### src/rtl/hot_alert_pkg.sv
package hot_alert_pkg;
  localparam int EVT_N = 7;
  localparam int WORD_W = 16;

  // Field positions inside the status word.
  localparam int B_RSVD = 15;
  localparam int B_EXT = 14;
  localparam int B_WHI = 13;
  localparam int B_WLO = 12;
  localparam int B_CLR = 11;
  localparam int B_TSHUT = 10;
  localparam int B_FAIL = 9;
  localparam int B_EXIT = 8;
  localparam int B_VIN = 7;

  // Strobes from the register decode to the status datapath and timer.
  typedef struct packed {
    logic rdClr;     // read of the status word: clear read-clear bits
    logic cfgWr;     // load extension enable and width select
    logic pulseClr;  // bit 11 written as 0
    logic clrVin;    // bit 7 written as 0
    logic clrExit;   // bit 8 written as 0
    logic clrFail;   // bit 9 written as 0
  } hotStrobe_t;
endpackage

### src/rtl/hot_alert_ctrl.sv
module hot_alert_ctrl
  import hot_alert_pkg::*;
#(
  parameter int ADDR_W = 8,
  parameter logic [ADDR_W-1:0] STAT_ADDR = 8'h21
) (
  input  logic [ADDR_W-1:0] addr,
  input  logic              wrEn,
  input  logic              rdEn,
  input  logic [WORD_W-1:0] wrData,
  output logic              addrHit,
  output hotStrobe_t        stb
);
  logic wrHit;

  assign addrHit = (addr == STAT_ADDR);
  assign wrHit   = wrEn & addrHit;

  always_comb begin
    stb          = '0;
    stb.rdClr    = rdEn & addrHit;
    stb.cfgWr    = wrHit;
    stb.pulseClr = wrHit & ~wrData[B_CLR];
    stb.clrVin   = wrHit & ~wrData[B_VIN];
    stb.clrExit  = wrHit & ~wrData[B_EXIT];
    stb.clrFail  = wrHit & ~wrData[B_FAIL];
  end
endmodule

### src/rtl/hot_alert_timer.sv
module hot_alert_timer #(
  parameter int CLK_PER_US = 100,
  parameter int W_US0 = 100,
  parameter int W_US1 = 1000,
  parameter int W_US2 = 5000,
  parameter int W_US3 = 10000
) (
  input  logic       clk,
  input  logic       rstN,
  input  logic       fire,
  input  logic       extEn,
  input  logic [1:0] widthSel,
  input  logic       pulseClr,
  output logic       pulseOn
);
  localparam int W_MAX01 = (W_US0 > W_US1) ? W_US0 : W_US1;
  localparam int W_MAX23 = (W_US2 > W_US3) ? W_US2 : W_US3;
  localparam int W_MAX   = (W_MAX01 > W_MAX23) ? W_MAX01 : W_MAX23;
  localparam int TMR_W   = $clog2(W_MAX + 1);
  localparam int PRE_W   = $clog2(CLK_PER_US + 1);

  logic [PRE_W-1:0] preCnt;
  logic [TMR_W-1:0] usLeft;
  logic [TMR_W-1:0] widthUs;
  logic             tick;

  always_comb begin
    case (widthSel)
      2'b00:   widthUs = TMR_W'(W_US0);
      2'b01:   widthUs = TMR_W'(W_US1);
      2'b10:   widthUs = TMR_W'(W_US2);
      default: widthUs = TMR_W'(W_US3);
    endcase
  end

  assign tick = (preCnt == PRE_W'(CLK_PER_US - 1));

  always_ff @(posedge clk or negedge rstN) begin
    if (!rstN) begin
      pulseOn <= 1'b0;
      usLeft  <= '0;
      preCnt  <= '0;
    end else if (fire) begin
      pulseOn <= 1'b1;
      usLeft  <= widthUs;
      preCnt  <= '0;
    end else if (pulseOn) begin
      if (extEn) begin
        if (pulseClr) pulseOn <= 1'b0;
      end else begin
        preCnt <= tick ? '0 : preCnt + 1'b1;
        if (tick) begin
          usLeft <= usLeft - 1'b1;
          if (usLeft <= TMR_W'(1)) pulseOn <= 1'b0;
        end
      end
    end
  end

  a_r4_fire_starts: assert property (@(posedge clk) disable iff (!rstN)
    fire |=> pulseOn);
  a_r6_ext_holds: assert property (@(posedge clk) disable iff (!rstN)
    (pulseOn && extEn && !pulseClr) |=> pulseOn);
  a_r4_timer_bound: assert property (@(posedge clk) disable iff (!rstN)
    usLeft <= TMR_W'(W_MAX));
  a_r6_clear_ends: assert property (@(posedge clk) disable iff (!rstN)
    (pulseOn && extEn && pulseClr && !fire) |=> !pulseOn);
endmodule

### src/rtl/hot_alert_dp.sv
module hot_alert_dp
  import hot_alert_pkg::*;
#(
  parameter int FAIL_LIMIT = 7
) (
  input  logic              clk,
  input  logic              rstN,
  input  hotStrobe_t        stb,
  input  logic [WORD_W-1:0] wrData,
  input  logic [EVT_N-1:0]  evtIn,
  input  logic              tshutIn,
  input  logic              vinRegIn,
  input  logic              exitLoadIn,
  input  logic              loadTry,
  input  logic              loadOk,
  output logic [WORD_W-1:0] statWord,
  output logic              extEn,
  output logic [1:0]        widthSel,
  output logic              statVin,
  output logic              statExit,
  output logic              statFail
);
  localparam int CNT_W = $clog2(FAIL_LIMIT + 1);

  logic [EVT_N-1:0] evtLat;
  logic             tshutLat;
  logic [CNT_W-1:0] failCnt;
  logic             lastFail;
  logic             tryBad;

  assign tryBad   = loadTry & ~loadOk & ~statFail;
  assign lastFail = tryBad & (failCnt == CNT_W'(FAIL_LIMIT - 1));

  always_ff @(posedge clk or negedge rstN) begin
    if (!rstN) begin
      extEn    <= 1'b0;
      widthSel <= 2'b11;
      evtLat   <= '0;
      tshutLat <= 1'b0;
      statVin  <= 1'b0;
      statExit <= 1'b0;
      statFail <= 1'b0;
      failCnt  <= '0;
    end else begin
      if (stb.cfgWr) begin
        extEn    <= wrData[B_EXT];
        widthSel <= wrData[B_WHI:B_WLO];
      end
      evtLat   <= evtIn | (evtLat & {EVT_N{~stb.rdClr}});
      tshutLat <= tshutIn | (tshutLat & ~stb.rdClr);
      statVin  <= vinRegIn | (statVin & ~stb.clrVin);
      statExit <= exitLoadIn | (statExit & ~stb.clrExit);
      statFail <= lastFail | (statFail & ~stb.clrFail);
      if (loadTry && !statFail) begin
        if (loadOk || lastFail) failCnt <= '0;
        else                    failCnt <= failCnt + 1'b1;
      end
    end
  end

  assign statWord = {1'b1, extEn, widthSel, 1'b1, tshutLat, statFail,
                     statExit, statVin, evtLat};

  for (genvar i = 0; i < EVT_N; i++) begin : g_evtChk
    a_r2_evt_latch: assert property (@(posedge clk) disable iff (!rstN)
      evtIn[i] |=> statWord[i]);
  end

  a_r9_cnt_bound: assert property (@(posedge clk) disable iff (!rstN)
    failCnt < CNT_W'(FAIL_LIMIT));
  a_r9_latch_hold: assert property (@(posedge clk) disable iff (!rstN)
    (statFail && !stb.clrFail) |=> statFail);
  a_r8_exit_hold: assert property (@(posedge clk) disable iff (!rstN)
    (statExit && !stb.clrExit) |=> statExit);
  a_r10_tshut_latch: assert property (@(posedge clk) disable iff (!rstN)
    tshutIn |=> statWord[B_TSHUT]);
endmodule

### src/rtl/hot_alert_top.sv
module hot_alert_top
  import hot_alert_pkg::*;
#(
  parameter int ADDR_W = 8,
  parameter logic [ADDR_W-1:0] STAT_ADDR = 8'h21,
  parameter int CLK_PER_US = 100,
  parameter int W_US0 = 100,
  parameter int W_US1 = 1000,
  parameter int W_US2 = 5000,
  parameter int W_US3 = 10000,
  parameter int FAIL_LIMIT = 7
) (
  input  logic              clk,
  input  logic              rstN,
  input  logic [ADDR_W-1:0] addr,
  input  logic              wrEn,
  input  logic              rdEn,
  input  logic [15:0]       wrData,
  output logic [15:0]       rdData,
  input  logic [6:0]        evtIn,
  input  logic              tshutIn,
  input  logic              vinRegIn,
  input  logic              vinHoldEn,
  input  logic              exitLoadIn,
  input  logic              loadTry,
  input  logic              loadOk,
  output logic              alertN,
  output logic              latchedOff
);
  hotStrobe_t        stb;
  logic              addrHit;
  logic [WORD_W-1:0] statWord;
  logic              extEn;
  logic [1:0]        widthSel;
  logic              statVin;
  logic              statExit;
  logic              statFail;
  logic              pulseOn;
  logic              fire;

  hot_alert_ctrl #(.ADDR_W(ADDR_W), .STAT_ADDR(STAT_ADDR)) i_ctrl (
    .addr(addr), .wrEn(wrEn), .rdEn(rdEn), .wrData(wrData),
    .addrHit(addrHit), .stb(stb)
  );

  hot_alert_dp #(.FAIL_LIMIT(FAIL_LIMIT)) i_dp (
    .clk(clk), .rstN(rstN), .stb(stb), .wrData(wrData), .evtIn(evtIn),
    .tshutIn(tshutIn), .vinRegIn(vinRegIn), .exitLoadIn(exitLoadIn),
    .loadTry(loadTry), .loadOk(loadOk), .statWord(statWord), .extEn(extEn),
    .widthSel(widthSel), .statVin(statVin), .statExit(statExit),
    .statFail(statFail)
  );

  assign fire = (|evtIn) | vinRegIn | exitLoadIn;

  hot_alert_timer #(
    .CLK_PER_US(CLK_PER_US), .W_US0(W_US0), .W_US1(W_US1),
    .W_US2(W_US2), .W_US3(W_US3)
  ) i_timer (
    .clk(clk), .rstN(rstN), .fire(fire), .extEn(extEn),
    .widthSel(widthSel), .pulseClr(stb.pulseClr), .pulseOn(pulseOn)
  );

  assign alertN     = ~(pulseOn | statExit | (statVin & vinHoldEn));
  assign latchedOff = statFail;
  assign rdData     = addrHit ? statWord : '0;

  a_r8_exit_low: assert property (@(posedge clk) disable iff (!rstN)
    statExit |-> !alertN);
  a_r7_vin_low: assert property (@(posedge clk) disable iff (!rstN)
    (statVin && vinHoldEn) |-> !alertN);
  a_r4_event_alert: assert property (@(posedge clk) disable iff (!rstN)
    (|evtIn) |=> !alertN);
endmodule

### config.mk
export PLATFORM = sky130hd
export DESIGN_NAME = hot_alert_top
export DESIGN_NICKNAME = d
export VERILOG_FILES = /design/src/rtl/hot_alert_pkg.sv /design/src/rtl/hot_alert_ctrl.sv /design/src/rtl/hot_alert_timer.sv /design/src/rtl/hot_alert_dp.sv /design/src/rtl/hot_alert_top.sv
export SDC_FILE = /design/constraint.sdc
export NUM_CORES = 1
export LEC_CHECK = 0
export BUFFER_PORTS_ARGS = -buffer_cell sky130_fd_sc_hd__buf_2
export CAP_MARGIN = 20
export CELL_PAD_IN_SITES_DETAIL_PLACEMENT = 1
export CELL_PAD_IN_SITES_GLOBAL_PLACEMENT = 1
export CORE_MARGIN = 1
export CORE_UTILIZATION = 36
export CTS_CLUSTER_SIZE = 30
export DETAILED_ROUTE_END_ITERATION = 12
export GPL_TIMING_DRIVEN = 0
export PLACE_DENSITY_LB_ADDON = 0.1
export SLEW_MARGIN = 10
export SYNTH_ARGS = -nofsm -noshare
export SYNTH_HDL_FRONTEND = slang
export SYNTH_SLANG_ARGS = --single-unit
### constraint.sdc
create_clock -name clk -period 1.6 [get_ports clk]
set_input_delay 0 -clock clk [delete_from_list [all_inputs] [get_ports clk]]
set_output_delay 0 -clock clk [all_outputs]
set_load 0.02 [all_outputs]
==> impl_metrics.py, run 1 <==
metrics = {
    "cts": {
        "clk_latency_ns": 0.29,
        "clockRootBuffer": "clkbuf_8",
        "cts_htree_levels": 2,
        "cts_sinks": 39,
        "clkTransAtPathRegs_ns": 0.08,
        "cts_made_buffers": 5,
        "cts_buffer_depth": 2,
        "cts_tree": "done",
    },
    "outcome": {
        "status": "finished, violations left",
        "failed_checks": "negative setup slack",
    },
    "synth": {
        "yosys.area.top_type": "dfrtp_1",
        "synthMuxAreaShare_pct": 1.53,
        "synthAdderAreaFrac_pct": 5.67,
        "synth_area_leaders": "dfrtp_1 42%, ha_1 5.7%, and2_1 4.0%",
        "async_flop_share_pct": 100,
        "syn_nets": 272,
        "yosys_warnings": 0,
        "avgSynthCellArea_um2": 9.98,
        "synth_ff_type": "dfrtp_1",
        "synth_edf_count": 0,
        "ys_types": 47,
        "synth-compound-area-share_pct": 14.1,
        "synth_seq_cells": 39,
        "synth_xor_area_share_pct": 1.99,
        "yosysTopAreaCellShare_pct": 42.0,
        "synth_top_family_by_area": "simple AND/OR/NAND/NOR gates",
        "netlist_instances": 221,
        "synthSimpleGateAreaFrac_pct": 28.6,
        "seq_area_frac_synth_pct": 44.4,
        "synthesis.area_um2": 2210,
    },
    "critical_path": {
        "required_ns": 1.79,
        "reg2reg_from": "i_timer.usLeft[5]$_DFFE_PN0P_",
        "crit_fanout": 6,
        "worst_setup_path_start_kind": "flop",
        "arrival_ns": 1.84,
        "crit_type": "flop to flop",
        "cp-startpoint": "i_timer.usLeft[5]$_DFFE_PN0P_",
        "worstSetupEndpointType": "flop",
    },
    "layout": {
        "final_common_cell": "buf_2",
        "syn2layout_area_growth_pct": 43.6,
        "final_cells": 401,
        "drive_above_1_share_pct": 38.7,
        "nNetsFinal": 376,
        "layout_common_cells": "49 x buf_2, 34 x dfrtp_1, 31 x buf_4",
        "fillers": 677,
        "antenna_cells": 0,
    },
    "timing": {
        "slew-limit-headroom_pct": 41.1,
        "clock_skew_ns": 0.00623,
        "max_freq_mhz": 605,
        "final-max-slew-violation-count": 0,
        "setup_viol": 5,
        "rsz0062_at_grt": "yes",
        "whs_ns": 0.0357,
        "setup_tns_ns": -0.169,
        "post-route-period-util_pct": 103,
        "finalCriticalPeriod_ns": 1.65,
        "worst_pin_slew_ns": 0.883,
        "finalWorstSetupSlack_ns": -0.0527,
        "hold_viol_final": 0,
    },
    "floorplan": {
        "fp.dieH_um": 80.3,
        "row_count": 28,
        "die_x_um": 80.3,
        "ioPinCount": 59,
        "coreArea_um2": 5920,
        "die_area_um2": 6440,
        "initial_utilization_pct": 37.3,
    },
    "place": {
        "hpwl_um": 3880,
        "place_congestion": 0.702,
        "dp.cells": 345,
        "portBuffers": 49,
    },
    "routing": {
        "drc": 0,
        "drt_iter0_markers": 44,
        "vias": 2099,
        "postRouteAntennaNets": 0,
        "wl_per_cell_um": 15.8,
        "drtPass1Iterations": 4,
        "viasPerCell": 5.23,
        "wl_um": 6340,
    },
    "grt": {
        "track_usage_pct": 21.2,
        "grt_pass1_wl_um": 10300,
        "grt_pass1_vias": 2150,
        "antenna_found_initial": 0,
        "grt_max_degree": 40,
        "gr-total-overflow": 0,
    },
    "worst_hold_path": {
        "hold_path_class": "input port to flop",
        "min_from": "wrData[11]",
    },
    "pwr": {
        "power.total_uw": 2100,
        "ir_drop_mv": 0.393,
        "p_leak_uw": 0.00140,
        "p_per_area_nw_per_um2": 663,
    },
    "job": {
        "cap_violations": 0,
    },
}
==> state kept, by name (all words and copies together), names as in the netlist <==
signal and count:
i_dp.failCnt 3, i_dp.widthSel 2, i_dp.statExit 1, i_dp.statFail 1, i_timer.usLeft 14, i_timer.pulseOn 1, i_dp.evtLat 7, i_dp.statVin 1
i_timer.preCnt 7, i_dp.extEn 1, i_dp.tshutLat 1
==> synthesized netlist by cell type (4+ instances only) <==
| cell type | n |
|---|---|
| a211oi_1 | 4 |
| a21o_1 | 11 |
| a21oi_1 | 11 |
| a31oi_1 | 4 |
| and2_1 | 14 |
| buf_2 | 4 |
| dfrtp_1 | 37 |
| ha_1 | 10 |
| inv_1 | 7 |
| nand2_1 | 12 |
| nand3_1 | 6 |
| nand3b_1 | 4 |
| nor2_1 | 18 |
| nor3_1 | 8 |
| nor4_1 | 4 |
| o21ai_0 | 7 |
==> per-layer routing <==
metal	up-vias	routed length [um]	track usage (%)	part of all wire, %
met2	58	3070	35.1	48
met1	1009	2840	26.4	45
met4	0	164	9.29	2.6
li1	1018	-	-	-
met3	14	267	4.55	4.2
met5	-	0	0	0
==> per-stage QoR <==
step	setup WS, ns	cell area, um^2	util, %
final	-0.0527	3170	53.5
after global routing	-0.154	3170	53.5
after CTS	-0.0617	3010	50.9
after detailed placement	-0.180	2550	43.2
after global placement	-0.127	2550	43.2
after floorplan	0.00626	2220	-
==> layout make-up <==
class	count	area, um^2	area share, %
Buffer	9	63.8	2.01
Clock buffer	7	76.3	2.41
Clock inverter	1	5.00	0.158
Inverter	7	26.3	0.829
Multi-Input combinational cell	166	1270	40.0
Sequential cell	39	982	31.0
Tap cell	75	93.8	2.96
Timing Repair Buffer	97	653	20.6
==> path summary, 6_finish.rpt <==
kind	end	slack, ns	cells after the start
worst min-delay path	i_timer.pulseOn$_DFF_PN0_	0.04	3
min in group asynchronous	i_timer.usLeft[12]$_DFFE_PN0P_	0.36	2
worst max-delay path	i_timer.usLeft[9]$_DFFE_PN0P_	-0.05	3
worst min register to register	i_dp.evtLat[3]$_DFF_PN0_	0.47	1
worst max register to register	i_timer.usLeft[9]$_DFFE_PN0P_	-0.05	3
max in group asynchronous	i_timer.usLeft[5]$_DFFE_PN0P_	0.64	2
==> logic make-up after synthesis <==
logic type,after synthesis
and+or+nand+nor,100
AOI/OAI and AO/OA,47
DFF,39
buffers and inverters,17
adders and majority gates,10
xor gates and xnor gates,5
muxes,3
==> worst max-delay path: stages, from the launching register on <==
cell and delay [ns]:
dfrtp_2 0.46, or4_4 0.57, o31a_1 0.29, o31a_1 0.24
==> report_power, final <==
group          switching, uW  total [uW]  internal (uW)
sequential              66.7        1110           1040
combinational            155         318            163
clock                    365         672            307
==> what timing repair did <==
item,in CTS,in global routing
hold buffers,19,0
setup buffers,20,9
pin swaps,9,12
gates cloned,1,0
resized for setup,9,22
endpoints found under the setup margin,11,23
hold endpoints to repair,52,0
(Power assumes the default switching activity.)
==> run 2, diff against run 1 <==
==> constraint.sdc (replaced) <==
create_clock -name clk -period 1.4 [get_ports clk]
set_input_delay 0 -clock clk [delete_from_list [all_inputs] [get_ports clk]]
set_output_delay 0 -clock clk [all_outputs]
set_load 0.02 [all_outputs]
==> run 2 against run 1 <==
Effect of this change:
- the flow still finishes with violations (negative setup slack)
- critical path type unchanged
- combinational power is 15% higher
- maximum frequency is 1.4% lower
- largest cell class unchanged
- via count is 0.76% lower
- total power is 14% higher
- die area stayed put
- wire length is 1.2% higher
- global-route usage is 0.47 points higher
- worst hold slack worse by 0.014 ns
- utilization is 0.38 points higher
- clock skew is 0.00077 ns higher
- register-to-register slack worse by 0.22 ns
==> impl_metrics.py, run 2 (synthesis gave the netlist of run 1 again) <==
metrics = {
    "layout": {
        "fillers": 665,
        "layout_common_cells": "51 x buf_2, 34 x dfrtp_1, 25 x buf_4",
        "antenna_cells": 0,
        "seqCellArea_um2": 982,
        "regMostFlops": "i_timer.usLeft",
        "drive_above_1_share_pct": 39.9,
        "finalInstanceArea_um2": 3190,
        "final_common_cell": "buf_2",
        "nNetsFinal": 373,
        "largest_registers": "i_timer.usLeft x14, i_dp.evtLat x7, i_timer.preCnt x7",
        "largest_reg_flops": 14,
        "syn2layout_area_growth_pct": 44.6,
        "final_cells": 398,
        "multi_input_area_um2": 1290,
    },
    "timing": {
        "setup_viol": 18,
        "max_freq_mhz": 596,
        "post-route-period-util_pct": 120,
        "setup_tns_ns": -2.48,
        "hold_viol_final": 0,
        "finalCriticalPeriod_ns": 1.68,
        "final-max-slew-violation-count": 0,
        "finalWorstSetupSlack_ns": -0.277,
        "rsz0062_at_grt": "yes",
        "clock_skew_ns": 0.00700,
        "whs_ns": 0.0217,
        "slew-limit-headroom_pct": 38.4,
        "worst_pin_slew_ns": 0.924,
    },
    "routing": {
        "vias": 2083,
        "postRouteAntennaNets": 0,
        "wl_per_cell_um": 16.1,
        "viasPerCell": 5.23,
        "wl_um": 6410,
        "drtPass1Iterations": 4,
        "drc": 0,
        "drt_iter0_markers": 52,
    },
    "outcome": {
        "failed_checks": "negative setup slack",
        "status": "finished, violations left",
    },
    "cts": {
        "clkTransAtPathRegs_ns": 0.08,
        "cts_sinks": 39,
        "cts_tree": "done",
        "cts_buffer_depth": 2,
        "clockRootBuffer": "clkbuf_8",
        "cts_htree_levels": 2,
        "clk_latency_ns": 0.30,
        "cts_made_buffers": 5,
    },
    "critical_path": {
        "required_ns": 1.59,
        "worstSetupEndpointType": "flop",
        "arrival_ns": 1.86,
        "crit_fanout": 4,
        "rrSetupSlack_ns": -0.28,
        "path_cells": "nor4_4 -> buf_4 -> nand3_4 -> nand4b_1 -> a31o_2",
        "worst_setup_path_start_kind": "flop",
        "crit_slowest_cell": "dfrtp_2",
        "crit_type": "flop to flop",
        "cpPeakStageDelay_ns": 0.44,
    },
    "pwr": {
        "clkPwrFrac_pct": 31.8,
        "ir_drop_mv": 0.419,
        "p_seq_share_pct": 52.9,
        "switching_share_pct": 27.7,
        "combPwrFrac_pct": 15.3,
        "intPower_uw": 1730,
        "p_per_area_nw_per_um2": 751,
        "p_leak_uw": 0.00141,
        "switchingPower_uw": 663,
    },
    "floorplan": {
        "row_count": 28,
        "fp.dieH_um": 80.3,
        "die_area_um2": 6440,
        "initial_utilization_pct": 37.3,
        "coreArea_um2": 5920,
        "ioPinCount": 59,
        "die_x_um": 80.3,
    },
    "job": {
        "cap_violations": 0,
    },
    "place": {
        "place_area_um2": 2570,
        "dp.cells": 345,
        "portBuffers": 49,
        "place_congestion": 0.693,
        "hpwl_um": 4000,
    },
    "grt": {
        "gr-total-overflow": 0,
        "antenna_found_initial": 0,
        "grt_max_degree": 40,
        "track_usage_pct": 21.7,
        "grt_pass1_wl_um": 10600,
        "grt_pass1_vias": 2182,
    },
    "worst_hold_path": {
        "hold_path_class": "input port to flop",
    },
}
[run 2: cell count changes in the layout (fill, tap and decap cells not counted), moves of 2 or more]
cell / before / now
buf_2: 49 / 51
buf_6: 2 / 7
nor3_1: 5 / 7
nor3_2: 3 / 0
buf_4: 31 / 25
clkbuf_1: 5 / 3
o21ai_1: 3 / 1
o21ai_0: 4 / 6
[run 2: worst max-delay path: cells and delay by family, from the launching register on]
| kind | cells | cell delay (ns) |
|---|---|---|
| buffers and inverters | 1 | 0.18 |
| AOI/OAI and AO/OA | 1 | 0.27 |
| and+or+nand+nor | 3 | 0.66 |
| DFF | 1 | 0.44 |
[run 2: final cells by class]
cell class	count	area share, %
clock buffers	7	2.39
flip-flops and latches	39	30.8
multi-input cells	166	40.5
plain buffers	8	1.84
clock inverters	1	0.157
inverters	7	0.824
well taps	75	2.94
repair buffers	95	20.5
[run 2: what timing repair did]
action | CTS | global route
resized for setup | 22 | 16
setup endpoints to repair | 16 | 32
pin swaps | 23 | 21
hold buffers | 18 | 0
cloned | 1 | 0
endpoints found under the hold margin | 52 | 0
buffers inserted | 20 | 8
[run 2: path summary, 6_finish.rpt]
kind | end | startpoint | depth (start not counted)
max | i_timer.pulseOn$_DFF_PN0_ | i_timer.usLeft[4]$_DFFE_PN0P_ | 5
min | i_dp.statExit$_DFF_PN0_ | wrData[8] | 3
max reg2reg | i_timer.pulseOn$_DFF_PN0_ | i_timer.usLeft[4]$_DFFE_PN0P_ | 5
min reg2reg | i_dp.tshutLat$_DFF_PN0_ | i_dp.tshutLat$_DFF_PN0_ | 1
max in group asynchronous | i_timer.usLeft[4]$_DFFE_PN0P_ | rstN | 2
min in group asynchronous | i_timer.preCnt[4]$_DFFE_PN0P_ | rstN | 2
[run 2: stage by stage]
step | power, uW | util, % | setup slack (ns)
CTS | 2400 | 52.0 | -0.226
floorplan | 1440 | - | -0.159
global route | 2520 | 53.9 | -0.325
finish | 2400 | 53.9 | -0.277
global placement | 1560 | 43.4 | -0.289
detailed placement | 1570 | 43.4 | -0.330
[run 2: metal layers]
layer	vias up	routed length [um]	GRT usage [%]
met1	1014	3050	28.4
met2	49	3050	36.0
met4	0	72	5.89
met5	-	0	0
li1	1014	-	-
met3	6	236	4.43
[run 2: power by group through the flow]
| stage | Clock, uW | Combinational, uW | Sequential, uW |
|---|---|---|---|
| floorplan | 0 | 159 | 1280 |
| global placement | 0 | 279 | 1290 |
| detailed placement | 0 | 286 | 1290 |
| CTS | 786 | 345 | 1270 |
| global route | 818 | 419 | 1280 |
| finish | 761 | 367 | 1270 |
==> run 3, diff against run 2 <==
--- a/config.mk
+++ b/config.mk
@@ -5,12 +5,13 @@
 export SDC_FILE = /design/constraint.sdc
 export NUM_CORES = 1
 export LEC_CHECK = 0
+export ABC_AREA = 1
 export BUFFER_PORTS_ARGS = -buffer_cell sky130_fd_sc_hd__buf_2
 export CAP_MARGIN = 20
 export CELL_PAD_IN_SITES_DETAIL_PLACEMENT = 1
 export CELL_PAD_IN_SITES_GLOBAL_PLACEMENT = 1
 export CORE_MARGIN = 1
-export CORE_UTILIZATION = 36
+export CORE_UTILIZATION = 34
 export CTS_CLUSTER_SIZE = 30
 export DETAILED_ROUTE_END_ITERATION = 12
 export GPL_TIMING_DRIVEN = 0
==> run 3 against run 2 <==
Effect of this change:
- the flow still finishes with violations (negative setup slack)
- total power increased by 16%
- die area increased by 16%
- clock power increased by 28%
- sequential share of layout area decreased by 1.3 points
- non-clock buffer count decreased by 21
- largest cell class unchanged
==> impl_metrics.py, run 3 <==
metrics = {
    "pwr": {
        "p_per_area_nw_per_um2": 838,
        "power.total_uw": 2780,
        "ir_drop_mv": 0.359,
        "p_leak_uw": 0.00178,
    },
    "synth": {
        "avgSynthCellArea_um2": 7.17,
        "synthesis.area_um2": 2420,
        "ys_types": 29,
        "synth_ff_type": "dfrtp_1",
        "yosys-top-cells-count": "98 x nand2_1, 51 x nor2_1, 50 x inv_1, 37 x dfrtp_1, 23 x nand3_1",
        "async_flop_share_pct": 100,
        "synth.most_common_cell": "nand2_1",
        "syn_nets": 388,
        "netlist_instances": 337,
        "yosys_warnings": 0,
        "synth_area_leaders": "dfrtp_1 38%, nand2_1 15%, nor2_1 7.9%",
        "yosys.area.top_type": "dfrtp_1",
        "seq_area_frac_synth_pct": 40.5,
        "synth_edf_count": 0,
        "yosysTopAreaCellShare_pct": 38.3,
        "synth_seq_cells": 39,
    },
    "cts": {
        "clk_latency_ns": 0.30,
        "clkTransAtPathRegs_ns": 0.08,
        "clockRootBuffer": "clkbuf_8",
        "cts_made_buffers": 5,
        "cts_buffer_depth": 2,
        "cts_tree": "done",
        "cts_htree_levels": 2,
        "cts_sinks": 39,
    },
    "grt": {
        "use_met1_pct": 26.4,
        "grt_pass1_wl_um": 12200,
        "track_usage_pct": 20.8,
        "grt_util_met2_pct": 36.7,
        "gr-usage-met3_pct": 3.71,
        "gr-total-overflow": 0,
        "grt_pass1_vias": 2591,
        "antenna_found_initial": 0,
        "grt_max_degree": 40,
        "busiest_layer": "met2",
    },
    "critical_path": {
        "crit_slowest_cell": "dfrtp_1",
        "path_cells": "inv_2 -> ha_4 -> nand2_1 -> nor2_2 -> nand2_1 -> nand2_1 -> nand3_1 -> nand2_2 -> nand2_2",
        "r2r-end": "i_timer.usLeft[12]$_DFFE_PN0P_",
        "arrival_ns": 1.66,
        "reg2reg_from": "i_timer.usLeft[1]$_DFFE_PN0P_",
        "cpPeakStageDelay_ns": 0.41,
        "required_ns": 1.59,
        "worst_setup_path_start_kind": "flop",
        "crit_buf_inv": 1,
        "crit_type": "flop to flop",
        "rrSetupSlack_ns": -0.07,
        "crit_fanout": 5,
        "worstSetupEndpointType": "flop",
        "crit_top_cell": "nand2_1",
        "rr_worst_depth": 9,
        "cpLargestDelayFamily": "simple AND/OR/NAND/NOR gates",
    },
    "layout": {
        "drive_above_1_share_pct": 28.5,
        "regMostFlops": "i_timer.usLeft",
        "syn2layout_area_growth_pct": 37.3,
        "layout_common_cells": "89 x nand2_1, 49 x buf_2, 45 x inv_1",
        "largest_registers": "i_timer.usLeft x14, i_dp.evtLat x7, i_timer.preCnt x7",
        "antenna_cells": 0,
        "final_common_cell": "nand2_1",
        "largest_reg_flops": 14,
        "final_cells": 517,
        "nNetsFinal": 471,
    },
    "floorplan": {
        "ioPinCount": 59,
        "die_area_um2": 7450,
        "coreArea_um2": 6830,
        "row_count": 30,
        "initial_utilization_pct": 35.4,
        "fp.dieH_um": 86.3,
        "die_x_um": 86.3,
    },
    "routing": {
        "wl_um": 7190,
        "wl_per_cell_um": 13.9,
        "postRouteAntennaNets": 0,
        "drc": 0,
        "drtPass1Iterations": 4,
        "drt_iter0_markers": 48,
        "viasPerCell": 4.65,
        "vias": 2403,
    },
    "timing": {
        "setup_viol": 16,
        "hold_viol_final": 0,
        "finalWorstSetupSlack_ns": -0.0651,
        "max_freq_mhz": 683,
        "slew-limit-headroom_pct": 37.5,
        "worst_pin_slew_ns": 0.938,
        "rsz0062_at_grt": "yes",
        "whs_ns": 0.0366,
        "finalCriticalPeriod_ns": 1.47,
        "final-max-slew-violation-count": 0,
        "post-route-period-util_pct": 105,
        "clock_skew_ns": 0.00377,
    },
    "worst_hold_path": {
        "min_from": "wrData[11]",
        "min_delay_path_depth": 5,
        "min_to": "i_timer.pulseOn$_DFF_PN0_",
        "hold_path_class": "input port to flop",
    },
    "place": {
        "portBuffers": 49,
        "dp.cells": 482,
        "place_congestion": 0.817,
        "dp_worst_setup_slack_ns": -0.227,
        "hpwl_um": 4920,
    },
    "outcome": {
        "failed_checks": "negative setup slack",
        "status": "finished, violations left",
    },
    "job": {
        "cap_violations": 0,
    },
}
-- run 3: area by class of cell --
class	instances	area (um^2)
fillers	886	3510
multi-input cells	241	1350
flip-flops and latches	39	978
repair buffers	76	523
inverters	51	191
well taps	96	120
clock buffers	7	76.3
plain buffers	6	52.6
clock inverters	1	30.0
-- run 3: cell families after synthesis --
kind of cell | after synthesis | share of synthesized area (%)
AO/OA/AOI/OAI | 39 | 9.99
flip-flops | 39 | 40.5
AND/OR/NAND/NOR | 188 | 33.0
buffers and inverters | 57 | 9.94
adder cells (fa/ha/maj) | 10 | 5.18
XOR/XNOR | 4 | 1.45
-- run 3: worst register-to-register path: stages, from the launching register on --
cell,delay [ns]
dfrtp_1,0.41
inv_2,0.10
ha_4,0.15
nand2_1,0.12
nor2_2,0.15
nand2_1,0.08
nand2_1,0.08
nand3_1,0.10
nand2_2,0.11
nand2_2,0.06
-- run 3: per-layer routing --
layer | vias to the layer above | wire length, um
li1 | 1209 | -
met1 | 1140 | 3300
met2 | 50 | 3570
met3 | 4 | 274
met4 | 0 | 53
met5 | - | 0
-- run 3: per-stage QoR --
step | instance area, um^2 | TNS [ns] | utilization, %
floorplan | 2420 | 0 | -
detailed placement | 2780 | -2.24 | 40.7
CTS | 3200 | -0.603 | 46.8
global route | 3320 | -2.36 | 48.6
global placement | 2780 | -2.27 | 40.7
finish | 3320 | -0.383 | 48.6
-- run 3: where the power goes --
part / internal (uW) / switching [uW]
combinational: 210 / 299
sequential: 1210 / 87.1
clock: 535 / 442
-- run 3: timing repair --
action	in CTS	in global routing
hold buffers	18	0
setup buffers	6	1
setup endpoints to repair	20	22
cloned	1	1
resized for setup	16	31
endpoints found under the hold margin	51	0
pin swaps	8	10
-- run 3: worst max path at each step --
stage / end / start / cells past startpoint / slack (ns)
2_1_floorplan: i_timer.usLeft[13]$_DFFE_PN0P_ / i_timer.preCnt[0]$_DFFE_PN0P_ / 8 / 0.04
3_3_place_gp: i_timer.usLeft[12]$_DFFE_PN0P_ / i_timer.preCnt[0]$_DFFE_PN0P_ / 9 / -0.24
3_5_place_dp: i_timer.usLeft[12]$_DFFE_PN0P_ / i_timer.preCnt[0]$_DFFE_PN0P_ / 9 / -0.23
4_1_cts: i_timer.usLeft[11]$_DFFE_PN0P_ / i_timer.preCnt[1]$_DFFE_PN0P_ / 9 / -0.06
5_1_grt: i_timer.usLeft[12]$_DFFE_PN0P_ / i_timer.preCnt[0]$_DFFE_PN0P_ / 9 / -0.15
6_report: i_timer.usLeft[12]$_DFFE_PN0P_ / i_timer.usLeft[1]$_DFFE_PN0P_ / 9 / -0.07
